### src/rtl/cfg_stream_pkg.sv
// Package: shared constants and the image generator for the configuration
// stream memory. Assumes byte-wide storage.
package cfg_stream_pkg;

    localparam int UNIT_W     = 8;
    localparam int BIT_IDX_W  = 3;
    localparam int IMAGE_STEP = 29;

    // Compute the stored byte at a given address from the seed.
    function automatic logic [UNIT_W-1:0] image_byte(input logic [UNIT_W-1:0] seed,
                                                     input int idx);
        logic [31:0] acc;
        acc = 32'(seed) + 32'(idx) * 32'(IMAGE_STEP);
        return acc[UNIT_W-1:0];
    endfunction

endpackage

### src/rtl/cfg_image_rom.sv
// Module: constant image store with one combinational read port.
// Assumes DEPTH >= 2 and an address that stays below DEPTH.
module cfg_image_rom #(
    parameter int          DEPTH = 16,
    parameter logic [7:0]  SEED  = 8'h5A,
    localparam int         AW    = $clog2(DEPTH)
) (
    input  logic [AW-1:0] addr_i,
    output logic [7:0]    byte_o
);
    import cfg_stream_pkg::*;

    logic [UNIT_W-1:0] table_w [DEPTH];

    // Build one constant entry per address.
    for (genvar g = 0; g < DEPTH; g++) begin : g_entry
        assign table_w[g] = image_byte(SEED, g);
    end

    // Read the addressed entry.
    assign byte_o = table_w[addr_i];

endmodule

### src/rtl/cfg_read_ptr.sv
// Module: read pointer in bit units. The upper bits address the byte and the
// low three bits select the bit inside it. Steps by one bit in serial mode and
// by one byte in parallel mode. Stops at the last unit and flags exhaustion.
// Assumes the mode input is static during a stream.
module cfg_read_ptr #(
    parameter int  DEPTH   = 16,
    localparam int BYTE_AW = $clog2(DEPTH),
    localparam int PTR_W   = BYTE_AW + 3
) (
    input  logic             clk,
    input  logic             rst_n,
    input  logic             sel_i,
    input  logic             par_i,
    output logic [PTR_W-1:0] ptr_o,
    output logic             done_o
);
    localparam logic [BYTE_AW-1:0] LAST_BYTE = BYTE_AW'(DEPTH - 1);

    logic [PTR_W-1:0] ptr_q;
    logic             done_q;
    logic             at_last_w;
    logic [PTR_W-1:0] step_w;

    // Detect the final unit of the image for the current mode.
    always_comb begin
        if (par_i) begin
            at_last_w = (ptr_q[PTR_W-1:3] == LAST_BYTE);
        end else begin
            at_last_w = (ptr_q == {LAST_BYTE, 3'b111});
        end
    end

    // Form the next pointer value for the current mode.
    always_comb begin
        if (par_i) begin
            step_w = {ptr_q[PTR_W-1:3] + 1'b1, 3'b000};
        end else begin
            step_w = ptr_q + 1'b1;
        end
    end

    // Rewind, advance or hold the pointer and the exhausted flag.
    always_ff @(posedge clk) begin
        if (!rst_n || !sel_i) begin
            ptr_q  <= '0;
            done_q <= 1'b0;
        end else if (!done_q) begin
            if (at_last_w) begin
                done_q <= 1'b1;
            end else begin
                ptr_q <= step_w;
            end
        end
    end

    assign ptr_o  = ptr_q;
    assign done_o = done_q;

endmodule

### src/rtl/cfg_out_gate.sv
// Module: output gating and lane selection. Drives all lanes in parallel mode
// or lane 0 alone in serial mode, and releases every lane when unselected,
// disabled or exhausted. Undriven lanes read as zero.
module cfg_out_gate (
    input  logic       sel_i,
    input  logic       oe_i,
    input  logic       done_i,
    input  logic       par_i,
    input  logic [7:0] byte_i,
    input  logic [2:0] bit_idx_i,
    output logic [7:0] data_o,
    output logic [7:0] data_en_o
);
    logic drive_w;
    logic bit_w;

    // Pick the current bit, most significant first.
    assign bit_w = byte_i[3'd7 - bit_idx_i];

    // Decide whether this device owns the shared lanes.
    assign drive_w = sel_i && oe_i && !done_i;

    // Place the unit on the lanes and raise the matching drive enables.
    always_comb begin
        data_o    = 8'h00;
        data_en_o = 8'h00;
        if (drive_w) begin
            if (par_i) begin
                data_o    = byte_i;
                data_en_o = 8'hFF;
            end else begin
                data_o    = {7'b0, bit_w};
                data_en_o = 8'h01;
            end
        end
    end

endmodule

### src/rtl/cfg_stream_mem.sv
// Module: top of the cascadable configuration stream memory. Combines the
// image store, the read pointer and the output gate, and derives the handoff
// select for the next device. Assumes DEPTH >= 2 and one shared clock.
module cfg_stream_mem #(
    parameter int         DEPTH = 16,
    parameter logic [7:0] SEED  = 8'h5A
) (
    input  logic       clk,
    input  logic       rst_n,
    input  logic       sel_i,
    input  logic       oe_i,
    input  logic       par_mode_i,
    output logic [7:0] data_o,
    output logic [7:0] data_en_o,
    output logic       next_sel_o
);
    localparam int BYTE_AW = $clog2(DEPTH);
    localparam int PTR_W   = BYTE_AW + 3;

    logic [PTR_W-1:0] ptr_w;
    logic             done_w;
    logic [7:0]       byte_w;

    // Pointer: holds the position in bit units.
    cfg_read_ptr #(.DEPTH(DEPTH)) u_ptr (
        .clk    (clk),
        .rst_n  (rst_n),
        .sel_i  (sel_i),
        .par_i  (par_mode_i),
        .ptr_o  (ptr_w),
        .done_o (done_w)
    );

    // Image store: addressed by the byte part of the pointer.
    cfg_image_rom #(.DEPTH(DEPTH), .SEED(SEED)) u_rom (
        .addr_i (ptr_w[PTR_W-1:3]),
        .byte_o (byte_w)
    );

    // Output gate: lane selection and release.
    cfg_out_gate u_gate (
        .sel_i     (sel_i),
        .oe_i      (oe_i),
        .done_i    (done_w),
        .par_i     (par_mode_i),
        .byte_i    (byte_w),
        .bit_idx_i (ptr_w[2:0]),
        .data_o    (data_o),
        .data_en_o (data_en_o)
    );

    // Handoff: selects the next device once this one is exhausted.
    assign next_sel_o = done_w && sel_i;

endmodule

### config.mk
export PLATFORM = sky130hd
export DESIGN_NAME = cfg_stream_mem
export DESIGN_NICKNAME = d
export VERILOG_FILES = /design/src/rtl/cfg_stream_pkg.sv /design/src/rtl/cfg_image_rom.sv /design/src/rtl/cfg_read_ptr.sv /design/src/rtl/cfg_out_gate.sv /design/src/rtl/cfg_stream_mem.sv
export SDC_FILE = /design/constraint.sdc
export NUM_CORES = 1
export LEC_CHECK = 0
export BUFFER_PORTS_ARGS = -buffer_cell sky130_fd_sc_hd__buf_2
export CAP_MARGIN = 10
export CELL_PAD_IN_SITES_DETAIL_PLACEMENT = 2
export CELL_PAD_IN_SITES_GLOBAL_PLACEMENT = 2
export CORE_MARGIN = 5
export CORE_UTILIZATION = 27
export DETAILED_ROUTE_END_ITERATION = 10
export PLACE_DENSITY = 0.78
export SKIP_LAST_GASP = 1
export SYNTH_ARGS = -nofsm -noshare
export SYNTH_HDL_FRONTEND = slang
export SYNTH_HIERARCHICAL = 1
export SYNTH_SLANG_ARGS = --single-unit
### constraint.sdc
create_clock -name clk -period 2.34 [get_ports clk]
set_input_delay 0.468 -clock clk [delete_from_list [all_inputs] [get_ports clk]]
set_output_delay 0.468 -clock clk [all_outputs]
set_load 0.05 [all_outputs]
==> results of run 1 <==
-- worst paths after layout --
check                                     end
hold reg to reg   u_ptr/ptr_o[0]$_SDFFE_PP0P_
setup / recovery                    data_o[0]
setup reg to reg  u_ptr/ptr_o[1]$_SDFFE_PP0P_
hold / removal    u_ptr/ptr_o[0]$_SDFFE_PP0P_
-- layer usage --
metal	GRT usage, %	up-vias
met2	31.0	21
li1	-	439
met4	3.72	0
met3	3.45	3
met1	17.4	448
met5	0	-
-- power groups by stage --
stage	clock (W)	combinational (W)	sequential, W
final	0.000130	0.000115	0.000140
after global routing	0.000141	0.000123	0.000141
after CTS	0.000132	0.000111	0.000141
after detailed placement	0	0.000105	0.000144
after global placement	0	0.000101	0.000143
after floorplan	0	0.0000818	0.000144
-- placed cells by master (no fill, tap or decap), types with 2 or more instances in the layout --
cell	count
dfxtp_1	5
a21o_1	2
a31o_2	2
or3_1	2
nor2_1	5
nand2_1	7
and2_1	3
and3_1	7
o21ai_0	4
inv_1	5
clkbuf_4	3
ha_1	7
mux2i_1	4
o21bai_1	2
buf_2	18
nand2b_1	2
dfxtp_4	3
ha_4	2
inv_4	2
o31ai_4	3
buf_4	14
buf_6	2
nor2b_1	3
a21oi_1	8
mux4_2	2
nand4_1	2
-- state kept, by name (all words and copies together) (netlist names) --
name / count
u_ptr/ptr_o: 7
u_ptr/done_o: 1
-- per-stage QoR --
stage          cells  instance area (um2)  hold WS [ns]
6_report         184                 1240         0.560
5_1_grt          184                 1240         0.594
4_1_cts          184                 1200         0.560
3_5_place_dp     177                 1100         0.546
3_3_place_gp     177                 1100         0.532
2_1_floorplan    111                  956         0.473
-- logic make-up after synthesis --
family | synth area share, %
multiplexers | 9.25
XOR/XNOR | 1.91
AND/OR/NAND/NOR | 26.4
buffers and inverters | 13.5
AO/OA/AOI/OAI | 19.3
adder cells (fa/ha/maj) | 12.2
flip-flops | 17.4
-- area by class of cell --
cell class	count	share of cell area, %
Clock buffer	4	2.12
Sequential cell	8	13.8
Inverter	7	2.53
Multi-Input combinational cell	84	58.1
Timing Repair Buffer	35	18.8
Tap cell	46	4.65
-- what timing repair did --
action                     4_1_cts  5_1_grt
gates resized for setup         11        8
setup endpoints to repair        3        4
pin swaps                        5        2
hold endpoints to repair         0        0
buffers inserted                 3        0
hold buffers                     0        0
-- worst reg2reg max path: stages (launching register included) --
cell and delay (ns):
dfxtp_4 0.37, buf_4 0.14, buf_4 0.16, ha_1 0.25, a41oi_2 0.27, o21ai_2 0.16, or3b_1 0.41, a21oi_1 0.14
==> impl_metrics.yaml, run 1 <==
run_status:
  status: "finished, violations left"
  violations: "setup timing"
floorplanning:
  dieArea_um2: 4670
  rows: 21
  core-area_um2: 3310
  ios: 22
  fp.dieW_um: 68.4
  initial_core_util_pct: 27.8
  die_h_um: 68.4
clock_network:
  clk_latency_ns: 0.27
  cts-root-buf: "clkbuf_4"
  cts_buffer_depth: 2
  cts_buffers: 3
  cts_tree: "built"
  path_clk_slew_ns: 0.06
  cts.sinks: 8
  htreeDepth: 1
synthesis:
  ys_types: 37
  syn_nets: 125
  synth-edff-count: 0
  netlist_area_um2: 920
  synth_common_cells: "9 x ha_1, 8 x a21oi_1, 8 x buf_4, 8 x dfxtp_1"
  synth_top_flop_cell: "dfxtp_1"
  synth.largest_area_cell: "dfxtp_1"
  postSynthRegisterBits: 8
  netlist_instances: 111
  postSynth.asyncResetShare_pct: 0
  avgSynthCellArea_um2: 8.28
  synth-seq-area-share_pct: 17.4
  synth.most_common_cell: "ha_1"
  synth_area_leaders: "dfxtp_1 17%, ha_1 12%, buf_4 6.5%"
  synth_top_area_share_pct: 17.4
  yosys_warnings: 6
critical_path:
  cp_num_cells: 8
  startpoint_type: "flop"
  cpPeakStageDelay_ns: 0.49
  worstPathMaxFanout: 5
  cp-startpoint: "u_ptr/ptr_o[4]$_SDFFE_PP0P_"
  reg2reg_slack_ns: 0.36
  crit_buf_inv: 2
  arrival_ns: 2.14
  cp_slowest_cell: "mux4_2"
  cp_top_family: "multiplexers"
  rr_worst_depth: 7
  cp_cell_sequence: "inv_4 -> ha_4 -> nor2b_4 -> o31ai_4 -> mux2i_1 -> mux4_2 -> a21oi_4 -> buf_8"
  worstSetupPathType: "reg2out"
  rr_startpoint: "u_ptr/ptr_o[3]$_SDFFE_PP0P_"
  worstSetupEndpointType: "primary output"
  required_ns: 1.87
routing:
  wl_per_cell_um: 18.4
  drc: 0
  routed-wl-met3_um: 151
  drt_iter0_drc: 44
  wl_met2_um: 1820
  m1WireLength_um: 1390
  drtAntennaViolNets: 0
  finalWirelength_um: 3390
  routed.top_layer: "met4"
  routed_via_density: 4.95
  drtPass1Iterations: 4
  vias: 911
hold_path:
  hold_start: "u_ptr/ptr_o[0]$_SDFFE_PP0P_"
  hold_class: "reg2reg"
  hold_depth: 2
timing:
  tns_ns: -0.265
  timing.fmax_mhz: 384
  setup-violations-final: 1
  period_share_pct: 111
  slew_headroom_pct: 77.3
  period_needed_ns: 2.60
  final-hold-violation-count: 0
  final_max_slew_viol_count: 0
  setup_ws_ns: -0.265
  tightest_slew_ns: 0.337
  rsz0062_at_grt: "true"
  fin_worst_skew_ns: 0.00810
final_layout:
  fillers: 392
  nNetsFinal: 153
  layout-drive-gt1-share_pct: 42.8
  multi_input_area_um2: 719
  regArea_um2: 171
  n_antenna_cell: 0
  fin_util_pct: 37.4
  area_delta_synth_final_pct: 34.7
place:
  gp_congestion: 0.800
  preCtsSetupSlack_ns: -0.192
  dp_hpwl_um: 2480
  io_buffers: 21
global_routing:
  track_usage_pct: 16.0
  grt_max_degree: 21
  grt_pass1_vias: 1028
  grt_pass1_wl_um: 5310
  grt_overflow: 0
  antenna_found_initial: 0
pwr:
  power_density_nw_per_um2: 311
  pwr-share-clk_pct: 33.7
  p_leak_nw: 0.547
  p_int_w: 0.000242
  seqPwrFrac_pct: 36.4
  pwr-share-comb_pct: 29.9
  fin_total_pwr_w: 0.000385
  max-vdd-ir-drop_uv: 88.1
  p_sw_w: 0.000144
  switching_share_pct: 37.3
flow_run:
  cap_violations: 0
Power figures use the tool's default switching activity.
==> run 2: changes to the inputs <==
--- a/config.mk
+++ b/config.mk
@@ -10,9 +10,10 @@
 export CELL_PAD_IN_SITES_DETAIL_PLACEMENT = 2
 export CELL_PAD_IN_SITES_GLOBAL_PLACEMENT = 2
 export CORE_MARGIN = 5
-export CORE_UTILIZATION = 27
+export CORE_UTILIZATION = 29
+export CTS_BUF_LIST = sky130_fd_sc_hd__clkbuf_8
 export DETAILED_ROUTE_END_ITERATION = 10
-export PLACE_DENSITY = 0.78
+export PLACE_DENSITY = 0.82
 export SKIP_LAST_GASP = 1
 export SYNTH_ARGS = -nofsm -noshare
 export SYNTH_HDL_FRONTEND = slang
==> run 2 against run 1 <==
Against the previous run:
- the flow still finishes with violations (setup timing)
- utilization rose by 1.4 points
- count of clock-buffer cells in the layout down 1
- flip-flop and latch count did not move
- combinational power down 9%
- critical endpoint unchanged
- highest routed layer unchanged
==> impl_metrics.yaml, run 2 (synthesis gave the netlist of run 1 again) <==
routing:
  m1WireLength_um: 1390
  drc: 0
  drtAntennaViolNets: 0
  vias: 901
  routed_via_density: 5.09
  routed.top_layer: "met4"
  drtPass1Iterations: 4
  routed-wl-met3_um: 90
  wl_met2_um: 1720
  finalWirelength_um: 3270
  drt_iter0_drc: 29
  wl_per_cell_um: 18.5
flow_run:
  cap_violations: 0
timing:
  slew_headroom_pct: 74.0
  fin_worst_skew_ns: 0.00942
  hold_ws_ns: 0.555
  period_share_pct: 111
  setup-violations-final: 1
  final-hold-violation-count: 0
  setup_ws_ns: -0.254
  tightest_slew_ns: 0.386
  timing.fmax_mhz: 385
  period_needed_ns: 2.59
  rsz0062_at_grt: "true"
  tns_ns: -0.254
  final_max_slew_viol_count: 0
global_routing:
  grt_max_degree: 21
  grt_pass1_wl_um: 5050
  antenna_found_initial: 0
  grt_pass1_vias: 981
  grt_overflow: 0
  track_usage_pct: 15.5
place:
  gp_congestion: 0.827
  dp_hpwl_um: 2370
  dp.cells: 173
  io_buffers: 21
pwr:
  switching_share_pct: 33.0
  max-vdd-ir-drop_uv: 101
  p_leak_nw: 0.528
  p_sw_w: 0.000140
  p_int_w: 0.000284
  pwr-share-comb_pct: 24.7
  power_density_nw_per_um2: 358
  fin_total_pwr_w: 0.000425
  pwr-share-clk_pct: 42.1
  seqPwrFrac_pct: 33.2
floorplanning:
  initial_core_util_pct: 30.1
  fp.dieW_um: 66.3
  rows: 20
  core-area_um2: 3050
  ios: 22
  dieArea_um2: 4400
  die_h_um: 66.3
critical_path:
  startpoint_type: "flop"
  arrival_ns: 2.13
  worstSetupEndpointType: "primary output"
  rr_worst_depth: 6
  required_ns: 1.87
  reg2reg_slack_ns: 0.52
  worstSetupPathType: "reg2out"
  worstPathMaxFanout: 5
clock_network:
  cts_tree: "built"
  cts_setup_buffers: 0
  ctsHoldBuffers: 0
  path_clk_slew_ns: 0.05
  cts_buffers: 3
  clk_latency_ns: 0.24
  cts-root-buf: "clkbuf_8"
  cts.sinks: 8
  cts_buffer_depth: 2
  htreeDepth: 1
final_layout:
  fin_cells: 177
  n_antenna_cell: 0
  layout-drive-gt1-share_pct: 39.8
  area_delta_synth_final_pct: 28.8
  nNetsFinal: 148
  largest_reg_flops: 7
  final_common_cell: "buf_2"
  layout_common_cells: "20 x buf_2, 9 x buf_4, 8 x a21oi_1"
hold_path:
  hold_depth: 2
  hold_class: "reg2reg"
run_status:
  violations: "setup timing"
  status: "finished, violations left"
==> run 2: per-stage QoR <==
stage	setup slack, ns	area [um2]	utilization, %
final	-0.254	1180	38.8
after global routing	-0.349	1180	38.8
after CTS	-0.274	1170	38.4
after detailed placement	-0.149	1090	35.6
after global placement	-0.0792	1090	35.6
after floorplan	0.000290	956	-
==> run 2: area by class of cell <==
class / instances / area [um2]
inverter: 7 / 31.3
clock inverter: 1 / 3.75
fill: 365 / 1870
clock buffer: 3 / 41.3
sequential: 8 / 171
multi-input combinational: 84 / 699
tap: 44 / 55.1
timing repair buffer: 30 / 183
==> run 2: worst max-delay path, stage by stage, from the launching register on <==
cell     delay, ns
dfxtp_4       0.39
inv_4         0.05
ha_4          0.29
nor2b_4       0.05
o31ai_4       0.19
mux2i_1       0.11
mux4_2        0.49
a21oi_4       0.16
buf_8         0.16
==> run 2: metal layers <==
layer,GRT usage [%],vias up
met5,0,-
met3,2.04,4
met2,29.2,20
li1,-,430
met1,17.2,447
met4,6.09,0
==> run 2: what timing repair did <==
action	in CTS	in global routing
gates resized for setup	9	2
pin swaps	3	3
gates cloned	0	0
hold endpoints to repair	0	0
setup endpoints to repair	1	1
==> run 2: power by group through the flow <==
stage	clock network [W]	logic, W	registers [W]
floorplan	0	0.0000818	0.000144
global placement	0	0.0000961	0.000144
detailed placement	0	0.000101	0.000144
CTS	0.000185	0.000104	0.000140
global route	0.000191	0.000113	0.000141
finish	0.000179	0.000105	0.000141
==> run 2: final timing paths <==
kind | endpoint | startpoint
worst min-delay path | u_ptr/ptr_o[0]$_SDFFE_PP0P_ | u_ptr/ptr_o[0]$_SDFFE_PP0P_
worst min register to register | u_ptr/ptr_o[0]$_SDFFE_PP0P_ | u_ptr/ptr_o[0]$_SDFFE_PP0P_
worst max-delay path | data_o[0] | u_ptr/ptr_o[4]$_SDFFE_PP0P_
worst max register to register | u_ptr/ptr_o[1]$_SDFFE_PP0P_ | u_ptr/ptr_o[3]$_SDFFE_PP0P_
